$ cat src/rtl/tcam_pkg.sv
package tcam_pkg;

    localparam logic [1:0] SYM_STORE_ANY = 2'b00;
    localparam logic [1:0] SYM_ZERO      = 2'b01;
    localparam logic [1:0] SYM_ONE       = 2'b10;
    localparam logic [1:0] SYM_KEY_ANY   = 2'b11;

    // Cell compare: stored wildcard accepts anything; stored 0/1 accepts
    // only the identical key code; stored 11 accepts nothing.
    function automatic logic sym_match(input logic [1:0] stored, input logic [1:0] key);
        logic m;
        unique case (stored)
            SYM_STORE_ANY: m = 1'b1;
            SYM_ZERO:      m = (key == SYM_ZERO);
            SYM_ONE:       m = (key == SYM_ONE);
            default:       m = 1'b0;
        endcase
        return m;
    endfunction

endpackage

$ cat src/rtl/tcam_store.sv
module tcam_store #(
    parameter int ENTRIES = 16,
    parameter int WW      = 16,
    parameter int IDXW    = 4
) (
    input  logic                           clk,
    input  logic                           rst_n,
    input  logic                           wr_en,
    input  logic [IDXW-1:0]                wr_idx,
    input  logic [WW-1:0]                  wr_word,
    input  logic                           wr_valid,
    output logic [ENTRIES-1:0][WW-1:0]     words,
    output logic [ENTRIES-1:0]             vld
);

    typedef struct packed {
        logic [ENTRIES-1:0][WW-1:0] word;
        logic [ENTRIES-1:0]         vld;
    } store_t;

    store_t st_d, st_q;

    always_comb begin
        st_d = st_q;
        for (int i = 0; i < ENTRIES; i++) begin
            if (wr_en && (wr_idx == IDXW'(i))) begin
                st_d.word[i] = wr_word;
                st_d.vld[i]  = wr_valid;
            end
        end
    end

    always_ff @(posedge clk or negedge rst_n) begin
        if (!rst_n) begin
            st_q <= '0;
        end else begin
            st_q <= st_d;
        end
    end

    assign words = st_q.word;
    assign vld   = st_q.vld;

endmodule

$ cat src/rtl/tcam_match_row.sv
module tcam_match_row #(
    parameter int KEY_SYMS = 8
) (
    input  logic [2*KEY_SYMS-1:0] word,
    input  logic                  valid,
    input  logic [2*KEY_SYMS-1:0] key,
    output logic                  match
);
    import tcam_pkg::*;

    logic [KEY_SYMS-1:0] cell_ok;

    for (genvar s = 0; s < KEY_SYMS; s++) begin : g_cell
        assign cell_ok[s] = sym_match(word[2*s +: 2], key[2*s +: 2]);
    end

    // Shared match line: any failing cell pulls the word low.
    assign match = valid & (&cell_ok);

endmodule

$ cat src/rtl/tcam_prio_enc.sv
module tcam_prio_enc #(
    parameter int ENTRIES = 16,
    parameter int IDXW    = 4
) (
    input  logic [ENTRIES-1:0] req,
    output logic               any,
    output logic [IDXW-1:0]    idx
);

    always_comb begin
        idx = '0;
        for (int i = ENTRIES - 1; i >= 0; i--) begin
            if (req[i]) begin
                idx = IDXW'(i);
            end
        end
    end

    assign any = |req;

endmodule

$ cat src/rtl/tcam_cover_lookup.sv
module tcam_cover_lookup #(
    parameter int KEY_SYMS = 8,
    parameter int ENTRIES  = 16,
    localparam int WW      = 2 * KEY_SYMS,
    localparam int IDXW    = (ENTRIES > 1) ? $clog2(ENTRIES) : 1
) (
    input  logic            clk,
    input  logic            rst_n,
    input  logic            wr_en,
    input  logic [IDXW-1:0] wr_idx,
    input  logic [WW-1:0]   wr_word,
    input  logic            wr_valid,
    input  logic            srch_en,
    input  logic [WW-1:0]   srch_key,
    output logic            hit,
    output logic [IDXW-1:0] hit_idx
);

    logic [ENTRIES-1:0][WW-1:0] words;
    logic [ENTRIES-1:0]         vld;
    logic [ENTRIES-1:0]         mline;
    logic                       any_m;
    logic [IDXW-1:0]            win_idx;

    tcam_store #(.ENTRIES(ENTRIES), .WW(WW), .IDXW(IDXW)) store_i (
        .clk      (clk),
        .rst_n    (rst_n),
        .wr_en    (wr_en),
        .wr_idx   (wr_idx),
        .wr_word  (wr_word),
        .wr_valid (wr_valid),
        .words    (words),
        .vld      (vld)
    );

    for (genvar e = 0; e < ENTRIES; e++) begin : g_row
        tcam_match_row #(.KEY_SYMS(KEY_SYMS)) row_i (
            .word  (words[e]),
            .valid (vld[e]),
            .key   (srch_key),
            .match (mline[e])
        );
    end

    tcam_prio_enc #(.ENTRIES(ENTRIES), .IDXW(IDXW)) enc_i (
        .req (mline),
        .any (any_m),
        .idx (win_idx)
    );

    typedef struct packed {
        logic            hit;
        logic [IDXW-1:0] idx;
    } res_t;

    res_t res_d, res_q;

    always_comb begin
        res_d = res_q;
        if (srch_en) begin
            res_d.hit = any_m;
            res_d.idx = any_m ? win_idx : '0;
        end
    end

    always_ff @(posedge clk or negedge rst_n) begin
        if (!rst_n) begin
            res_q <= '0;
        end else begin
            res_q <= res_d;
        end
    end

    assign hit     = res_q.hit;
    assign hit_idx = res_q.idx;

endmodule

$ cat config.mk
export PLATFORM = sky130hd
export DESIGN_NAME = tcam_cover_lookup
export DESIGN_NICKNAME = d
export VERILOG_FILES = /design/src/rtl/tcam_pkg.sv /design/src/rtl/tcam_store.sv /design/src/rtl/tcam_match_row.sv /design/src/rtl/tcam_prio_enc.sv /design/src/rtl/tcam_cover_lookup.sv
export SDC_FILE = /design/constraint.sdc
export NUM_CORES = 1
export LEC_CHECK = 0
export BUFFER_PORTS_ARGS = -buffer_cell sky130_fd_sc_hd__buf_2
export CAP_MARGIN = 0
export CORE_AREA = 3 3 124 174
export CTS_BUF_LIST = sky130_fd_sc_hd__clkbuf_4 sky130_fd_sc_hd__clkbuf_8
export CTS_CLUSTER_DIAMETER = 40
export DETAILED_ROUTE_END_ITERATION = 16
export DIE_AREA = 0 0 127 177
export PLACE_DENSITY = 0.79
export SYNTH_ARGS = -nofsm -noshare
export SYNTH_HDL_FRONTEND = slang
export SYNTH_SLANG_ARGS = --single-unit
$ cat constraint.sdc
create_clock -name clk -period 5.5 [get_ports clk]
set_input_delay 1.1 -clock clk [delete_from_list [all_inputs] [get_ports clk]]
set_output_delay 1.1 -clock clk [all_outputs]
set_load 0.1 [all_outputs]
==> Yosys cells after proc, flatten, opt, wreduce, memory -nomap -nowiden <==
Cells that the tools add are included.
{ "classes": {"n_eq_ne": 287, "mux": 145, "bitwise": 16, "n_reduce_logical": 162} }
{ "op_table": {"columns": ["operator", "count"], "rows": [
  ["1-bit one-hot mux with 3 select lines", 128],
  ["2-bit by 1-bit equality test with 1-bit output, second input constant", 136],
  ["2-bit equality test, second input constant", 136],
  ["2-bit zero test", 128],
  ["8-bit AND reduction", 16],
  ["4-bit 2-to-1 mux", 17],
  ["4-bit equality test, second input constant", 8],
  ["1-bit AND", 16],
  ["4-bit by 3-bit equality test with 1-bit output, second input constant", 4],
  ["1-bit logical AND", 16],
  ["16-bit OR reduction", 1],
  ["4-bit by 2-bit equality test with 1-bit output, second input constant", 2],
  ["4-bit by 1-bit equality test with 1-bit output, second input constant", 1],
  ["4-bit zero test", 1]
]} }
{ "word_totals": {"reg_bits": 277, "inputBits": 41, "output_inout_bits": 5, "elab_cells": 644} }

==> Logic depth before layout (Yosys ltp) <==
Gate-level depths: netlist of the first run.
{ "depth": {"word_depth": 21, "ltp_mapped": 10, "depth_no_buf": 8} }

==> Hierarchy <==
From an unflattened synthesis of the first run, not the netlist that was laid out.
{ "hier_totals": {"cells_unflattened": 1828, "area_unflattened_um2": 20499.7} }
{ "by_module_without_submodules": {"columns": ["mod", "instances", "cells_each", "area_per_inst_um2", "seq_area_each_um2"], "rows": [
  ["tcam_store", 1, 607, 10247.3, 6806.5],
  ["tcam_match_row", 16, 73, 616.8, 0.0],
  ["tcam_cover_lookup", 1, 19, 206.4, 125.1],
  ["tcam_prio_enc", 1, 34, 176.4, 0.0]
]} }

==> Least setup slack after synthesis of the first run <==
No wires, ideal clock.
{ "synth_path": {"path_kind": "input port to flip-flop", "from": "in srch_key[13]", "to": "reg res_q (netlist bit hit_idx[0])", "setup_time_ps": 139, "t_arrival_ps": 2708, "required_time_ps": 5361, "path_slack_ps": 2653, "cell_stages": 8, "path_buffers": 1, "cell_sequence": "nand2b_1 > buf_2 > a222oi_1 > or4b_1 > a211oi_1 > o311ai_1 > a41oi_1 > a211oi_2"} }
{ "synth_via": {"elab_chain_cells": 21, "elab_cells_between_ends": 68, "cone_classes": "eq/ne (2); mux (33); bitwise (16); reduce/logical (17)"} }
{ "synth_rtl": {"columns": ["element", "line_no", "rtl"], "rows": [
  ["from (decl)", "tcam_cover_lookup.sv:14", "input logic [WW-1:0] srch_key,"],
  ["2-bit equality test / 2-bit by 1-bit equality test with 1-bit output (equally long branches)", "tcam_pkg.sv:15, tcam_pkg.sv:14", null],
  ["1-bit one-hot mux with 3 select lines", "tcam_pkg.sv:12", "unique case (stored)"],
  ["8-bit AND reduction", "tcam_match_row.sv:18", "assign match = valid & (&cell_ok);"],
  ["1-bit AND", "tcam_match_row.sv:18", null],
  ["4-bit 2-to-1 mux (16 in a row)", "tcam_prio_enc.sv:13", "if (req[i]) begin"],
  ["4-bit 2-to-1 mux (*)", "tcam_cover_lookup.sv:62", "res_d.idx = any_m ? win_idx : '0;"],
  ["to (signal assigned)", "tcam_cover_lookup.sv:70", "res_q <= res_d;"],
  ["to (decl)", "tcam_cover_lookup.sv:56", "res_t res_d, res_q;"]
]} }
Every way passes the cells marked *; elsewhere a longest branch is shown, timed or not.
A chain may end at the register's enable or synchronous reset.

==> Worst setup path after layout of the first run <==
{ "layout_path": {"from": "in srch_key[5]", "to": "reg res_q (netlist bit hit_idx[0])"} }
The elaborated chain is that of the path after synthesis.

==> key figures, run 1 <==
Setup path
  – Slowest cell on crit path: nor4_1
  – Crit path kind: input pin to register
  – R2r setup slk: between 3 and 4 ns
  – R2R cell count: 7
  – Startpoint Class: input pin
  – Crit path DAT: around 3.8 ns
  – Crit-path cells: buf_2, nand2b_1, buf_4, nor2_1, o211ai_1, nor4_1, nor4_1, nand4_1, nand2b_1, a211oi_2
  – CP max FO: 12
  – Critical path data required time: ~6.0 ns
  – CP endpoint kind: register
  – Max stage delay on crit path: roughly 0.71 ns

Logic synthesis
  – Post-synth cell types: 42
  – Sequential fraction of the synthesis area: 0.557
  – Post-synth design cell area: 0.0124 mm2
  – Syn_area_per_cell: about 13 um2
  – Syn Inst Count: about 1000
  – Post-synth EDFFs: 0
  – Post-synth ARST share: 1.00
  – Most used DFF post-synth: dfrtp_1
  – #FFs+latches synth: roughly 280
  – Syn nets: approximately 1000
  – Warnings, synthesis: 0

Global routing
  – Total track usage: 0.308
  – Number of global-route vias before repair: about 8800
  – Initial antenna violation count: 0
  – Global-route wire length before repair: around 52000 um
  – Grt ovf: 0
  – Maximum number of pins on one net before global-route repair: approximately 100

Timing
  – Slew Limit Fails: 0
  – Worst slew margin: 0.292
  – Final Skew: about 0.014 ns
  – RSZ-0062 raised after global routing: false
  – Fmax: around 0.3 GHz
  – Final period utilization: 0.609
  – Total negative setup slack: 0 ns
  – Minimum clock period: around 3.3 ns
  – Least-Margin Pin Slew: 1.06 ns
  – Final setup fails: 0
  – Fin. Hold Viols: 0

Clock network
  – Htree depth: 2
  – CTS Root Cell: clkbuf_8
  – Clock Pin Slew Worst Setup and Hold Paths: ~0.06 ns
  – CTS Buffer Depth: 3
  – Skew-Pair Late Insertion Delay: roughly 0.53 ns
  – CTS tree: yes
  – Clk sinks: 277
  – Setup bufs post-CTS: 0
  – Hold-fix buffers, CTS: 0
  – Cts repair resizes: 0
  – CTS buffer count: 41

Floorplan
  – DIE HEIGHT: about 180 um
  – Die area: roughly 0.022 mm2
  – Row cnt: 61
  – Core Area: roughly 0.020 mm2
  – I/O Pins: 46
  – Initial Util: 0.622
  – Die X-Extent: 127 um

Drt
  – Residual DRC: 0
  – Total Wirelength: 34000 um
  – First-iteration detailed-routing DRC count: approximately 800
  – Drt pass-1 iters: 6
  – DR vias/cell: approximately 6.6
  – DR vias: ~8500
  – Routed wire per std cell: 26.3 um
  – Antenna viol nets, final: 0

Hold path
  – HP Class: register to register
  – Hold Crit Depth: 1

Place
  – Hpwl dp: ~20000 um
  – Gpl congestion: between 0.9 and 1
  – IO Port Bufs: 45
  – Placed cells: roughly 1200

Outcome
  – Run status: finished clean

Layout
  – Fillcell total: 1399
  – # diodes: 0
  – Area Overhead vs Synth: 9.63%
  – # nets final: around 1100
  – Fraction of final layout cells sized beyond drive strength 1: 0.405
  – Final Non-Filler Cells: about 1300

Job
  – Max-cap viol count: 0

Power
  – Pwr Density: between 400 and 500 mW/mm2
  – Leak: around 0.0060 uW
  – VDD IR-drop max: about 0.14 mV
-- worst max-delay path: cells and delay by family --
family          cells  cell delay [ns]
compound gates      2             0.31
buf+inv             2             0.50
simple gates        6             1.89
-- report_power, final --
part | switching, uW | leakage [uW] | internal, uW
Combinational | 507 | 0.00216 | 530
Sequential | 284 | 0.00340 | 2510
Clock | 760 | 0.000446 | 938
Total | 1550 | 0.00601 | 3980
-- path summary, 6_finish.rpt --
| path | start | end |
|---|---|---|
| hold / removal | store_i.words[228]$_DFFE_PN0P_ | store_i.words[228]$_DFFE_PN0P_ |
| setup / recovery | srch_key[5] | hit_idx[0]$_DFFE_PN0P_ |
| min in group asynchronous | rst_n | store_i.words[47]$_DFFE_PN0P_ |
| hold reg to reg | store_i.words[228]$_DFFE_PN0P_ | store_i.words[228]$_DFFE_PN0P_ |
| setup reg to reg | store_i.words[35]$_DFFE_PN0P_ | hit_idx[0]$_DFFE_PN0P_ |
| max in group asynchronous | rst_n | store_i.words[75]$_DFFE_PN0P_ |
-- through the flow --
stage	power (uW)	util	setup WS, ns	hold WS (ns)	instance area (um2)
5_1_grt	5770	0.682	2.03	0.517	13600
6_report	5530	0.682	2.15	0.502	13600
3_3_place_gp	3790	0.640	1.65	0.484	12800
2_1_floorplan	3510	-	2.65	0.473	12400
3_5_place_dp	3850	0.640	1.67	0.492	12800
4_1_cts	5540	0.682	2.23	0.505	13600
-- cell type report --
type | count | area, um2 | area share
clock buffer | 66 | 821 | 0.0602
clock inverter | 3 | 17.5 | 0.00128
inverter | 2 | 7.51 | 0.000551
multi-input combinational | 626 | 5110 | 0.375
sequential | 277 | 6930 | 0.508
tap | 252 | 315 | 0.0231
timing repair buffer | 69 | 428 | 0.0314
-- placed cells by master, fill, tap and decap left out, types with 11 or more instances in the layout --
master | Yosys | routed
nand2_1 | 16 | 16
mux2_2 | 273 | 273
nor2_1 | 94 | 94
clkbuf_4 | 0 | 14
nand2b_1 | 20 | 20
o22ai_1 | 28 | 28
buf_4 | 1 | 23
a22oi_1 | 34 | 34
a222oi_1 | 11 | 11
a21oi_1 | 72 | 72
clkbuf_8 | 0 | 52
dfrtp_1 | 277 | 277
buf_2 | 17 | 44
-- cells by family (layout without fill, tap and decap cells) --
group	count (synthesis)	in the layout	share of synthesized area
flip-flops	277	277	0.557
multiplexers	273	273	0.247
AND/OR/NAND/NOR	185	185	0.0781
AO/OA/AOI/OAI	168	168	0.0860
buffers and inverters	73	140	0.0315
-- sequential cells by signal, summed over array words and instances (netlist names) --
| register | flops |
|---|---|
| store_i.words | 256 |
| store_i.vld | 16 |
| hit_idx | 4 |
| hit | 1 |
-- cells in the mapped netlist, types with 2 or more instances --
master    instances  area [um2]
dfrtp_1         277        6930
mux2_2          273        3070
nor2_1           94         353
a21oi_1          72         360
clkbuf_1         37         139
a22oi_1          34         255
o22ai_1          28         175
nand2b_1         20         125
buf_2            17        85.1
nand2_1          16        60.1
buf_6            12         135
a222oi_1         11         110
nor4_1           10        62.6
nand3_1           9        45.0
nand4_1           9        56.3
nor3_1            5        25.0
o21ai_0           5        25.0
nor2b_1           4        25.0
nor4_4            4        85.1
a21boi_0          3        22.5
nand2b_4          3        41.3
nand3b_1          3        22.5
o221ai_1          3        26.3
or3_1             3        18.8
buf_1             2        7.51
clkbuf_2          2        10.0
inv_1             2        7.51
nor4_2            2        25.0
o211ai_1          2        15.0
o21ai_1           2        10.0
-- per-layer routing --
layer  vias to the layer above  part of all wire  GRT usage
met1                      4365              0.38      0.393
met3                       115             0.080     0.0580
met2                       407              0.49      0.520
met5                         -                 0          0
met4                         0             0.044      0.124
li1                       3647                 -          -
(Power assumes the default switching activity.)
==> inputs of run 2 (changes only) <==
clock period = 3.4 ns   (was 5.5 ns; I/O delays follow)
==> run 2 against run 1 <==
Worst hold slack worse by 0.35 ns. Wire length up 0.64%. Largest cell class unchanged. Total power up 64%. Flip-flop and latch count unchanged. Global-route usage up 0.30 points. Critical path type unchanged. Largest power group unchanged. Critical endpoint unchanged. Highest routed layer unchanged. Critical path depth unchanged.
==> key figures, run 2 (synthesis results as in run 1) <==
Outcome
  – Run status: finished clean (unchanged)

Timing
  – Worst slew margin: 0.328 (was 0.292)
  – Slew Limit Fails: 0 (unchanged)
  – Minimum clock period: 2.71 ns
  – Least-Margin Pin Slew: 1.01 ns (was 1.06 ns)
  – Fmax: 0.369 GHz
  – Fin. Hold Viols: 0 (unchanged)
  – Final Skew: 0.0142 ns (about the same)
  – RSZ-0062 raised after global routing: false (unchanged)
  – Final setup fails: 0 (unchanged)
  – Final period utilization: 0.797
  – Total negative setup slack: 0 ns (unchanged)

Power
  – PnR Total Power: 9050 uW (was 5530 uW)
  – Clk pwr share: 0.309 (was 0.307)
  – Leak: 0.00614 uW (was 0.00601 uW)
  – VDD IR-drop max: 0.270 mV (was 0.143 mV)
  – Int Power: 6490 uW (was 3980 uW)
  – Gate power share: 0.190 (was 0.188)
  – Net Sw Power: 2560 uW (was 1550 uW)
  – Switch share: 0.283 (was 0.280)
  – Sequential power share: 0.501 (was 0.505)
  – Pwr Density: 652 mW/mm2 (was 406 mW/mm2)

Floorplan
  – Initial Util: 0.622 (unchanged)
  – Row cnt: 61 (unchanged)
  – DIE HEIGHT: 177 um (unchanged)
  – Die X-Extent: 127 um (unchanged)
  – I/O Pins: 46 (unchanged)
  – Core Area: 0.0200 mm2 (unchanged)
  – Die area: 0.0225 mm2 (unchanged)

Global routing
  – Initial antenna violation count: 0 (unchanged)
  – Grt ovf: 0 (unchanged)
  – Number of global-route vias before repair: 8810 (was 8776)
  – Total track usage: 0.311 (was 0.308)
  – Maximum number of pins on one net before global-route repair: 92 (was 104)
  – Global-route wire length before repair: 52500 um (was 52000 um)

Layout
  – Commonest non-fill, non-tap cell in the layout: dfrtp_1 (unchanged)
  – # diodes: 0 (unchanged)
  – Max reg flops: 256 (unchanged)
  – Fraction of final layout cells sized beyond drive strength 1: 0.415 (was 0.405)
  – # nets final: 1075 (was 1058)
  – Area Overhead vs Synth: 11.5% (was 9.63%)
  – Commonest cells after routing, fill and taps aside: dfrtp_1, mux2_2, nor2_1, a21oi_1, clkbuf_8 (unchanged)

Place
  – IO Port Bufs: 45 (unchanged)
  – Hpwl dp: 21800 um (was 20300 um)
  – Gpl congestion: 0.934 (was 0.918)

Setup path
  – Worst setup path endpoint: hit_idx[0]$_DFFE_PN0P_ (unchanged)
  – CP max FO: 9 (was 12)
  – Worst R2R End: hit_idx[0]$_DFFE_PN0P_ (unchanged)
  – Crit path DAT: 3.17 ns (was 3.80 ns)
  – Startpoint Class: input pin (unchanged)
  – R2r setup slk: 1.00 ns (was 3.14 ns)
  – CP endpoint kind: register (unchanged)
  – Critical path data required time: 3.86 ns (was 5.95 ns)
  – Critical path origin: srch_key[14] (was srch_key[5])
  – Worst r2r src: store_i.words[35]$_DFFE_PN0P_ (unchanged)
  – R2R cell count: 7 (unchanged)
  – Crit path kind: input pin to register (unchanged)

Drt
  – DR vias/cell: 6.60 (was 6.59)
  – Drt pass-1 iters: 5 (was 6)
  – Antenna viol nets, final: 0 (unchanged)
  – Total Wirelength: 34200 um (was 34000 um)
  – Routed wire per std cell: 26.1 um (was 26.3 um)
  – Residual DRC: 0 (unchanged)
  – DR vias: 8673 (was 8534)
  – First-iteration detailed-routing DRC count: 780 (was 815)

Clock network
  – Hold-fix buffers, CTS: 0 (unchanged)
  – Clock Pin Slew Worst Setup and Hold Paths: 0.07 ns (was 0.06 ns)
  – Clk sinks: 277 (unchanged)
  – Skew-Pair Late Insertion Delay: 0.55 ns (was 0.53 ns)
  – Cts repair resizes: 0 (unchanged)
  – CTS Buffer Depth: 3 (unchanged)
  – CTS buffer count: 41 (unchanged)
  – CTS Root Cell: clkbuf_8 (unchanged)
  – CTS tree: yes (unchanged)
  – Setup bufs post-CTS: 0 (unchanged)
  – Htree depth: 2 (unchanged)

Job
  – Max-cap viol count: 0 (unchanged)

Hold path
  – HP Class: input pin to async pin (was register to register)
-- run 2: worst min-delay path by stage --
| stage | to | slack, ns | depth (start not counted) |
|---|---|---|---|
| 6_report | store_i.words[35]$_DFFE_PN0P_ | 0.15 | 1 |
| 4_1_cts | store_i.words[69]$_DFFE_PN0P_ | 0.17 | 1 |
| 5_1_grt | store_i.words[35]$_DFFE_PN0P_ | 0.20 | 1 |
| 2_1_floorplan | hit$_DFFE_PN0P_ | 0.38 | 0 |
| 3_5_place_dp | store_i.vld[14]$_DFFE_PN0P_ | 0.49 | 1 |
| 3_3_place_gp | store_i.vld[4]$_DFFE_PN0P_ | 0.48 | 1 |
-- run 2: power by group through the flow --
stage | Sequential [uW] | Clock (uW) | Combinational (uW)
after floorplan | 4480 | 0 | 1200
after global placement | 4540 | 0 | 1650
after detailed placement | 4580 | 0 | 1710
after CTS | 4530 | 2820 | 1720
after global routing | 4620 | 2960 | 1860
final | 4530 | 2800 | 1720
-- run 2: per-layer routing --
metal,part of all wire,global-route usage
met4,0.054,0.150
met1,0.37,0.390
met2,0.50,0.526
met5,0,0
met3,0.070,0.0513
-- run 2: area by class of cell --
class / count / area, um2
Multi-Input combinational cell: 626 / 5110
Clock inverter: 5 / 27.5
Clock buffer: 66 / 833
Timing Repair Buffer: 86 / 643
Fill cell: 1409 / 6120
Tap cell: 252 / 315
Sequential cell: 277 / 6930
Inverter: 2 / 7.51
-- run 2: worst max-delay path: stages --
cell      delay (ns)
buf_2           0.12
nand2b_1        0.40
buf_4           0.32
a22oi_1         0.21
nand4_1         0.14
nor4_1          0.60
nor4_1          0.19
nand4_1         0.20
nand2b_1        0.09
a211oi_2        0.21
-- run 2: through the flow --
stage | util | setup WS, ns | instances | area, um2 | hold WS, ns
2_1_floorplan | - | 0.973 | 976 | 12400 | 0.384
6_report | 0.694 | 0.689 | 1314 | 13900 | 0.151
3_3_place_gp | 0.651 | 0.225 | 1243 | 13000 | 0.481
3_5_place_dp | 0.651 | 0.200 | 1243 | 13000 | 0.489
4_1_cts | 0.694 | 0.755 | 1314 | 13900 | 0.165
5_1_grt | 0.694 | 0.594 | 1314 | 13900 | 0.198
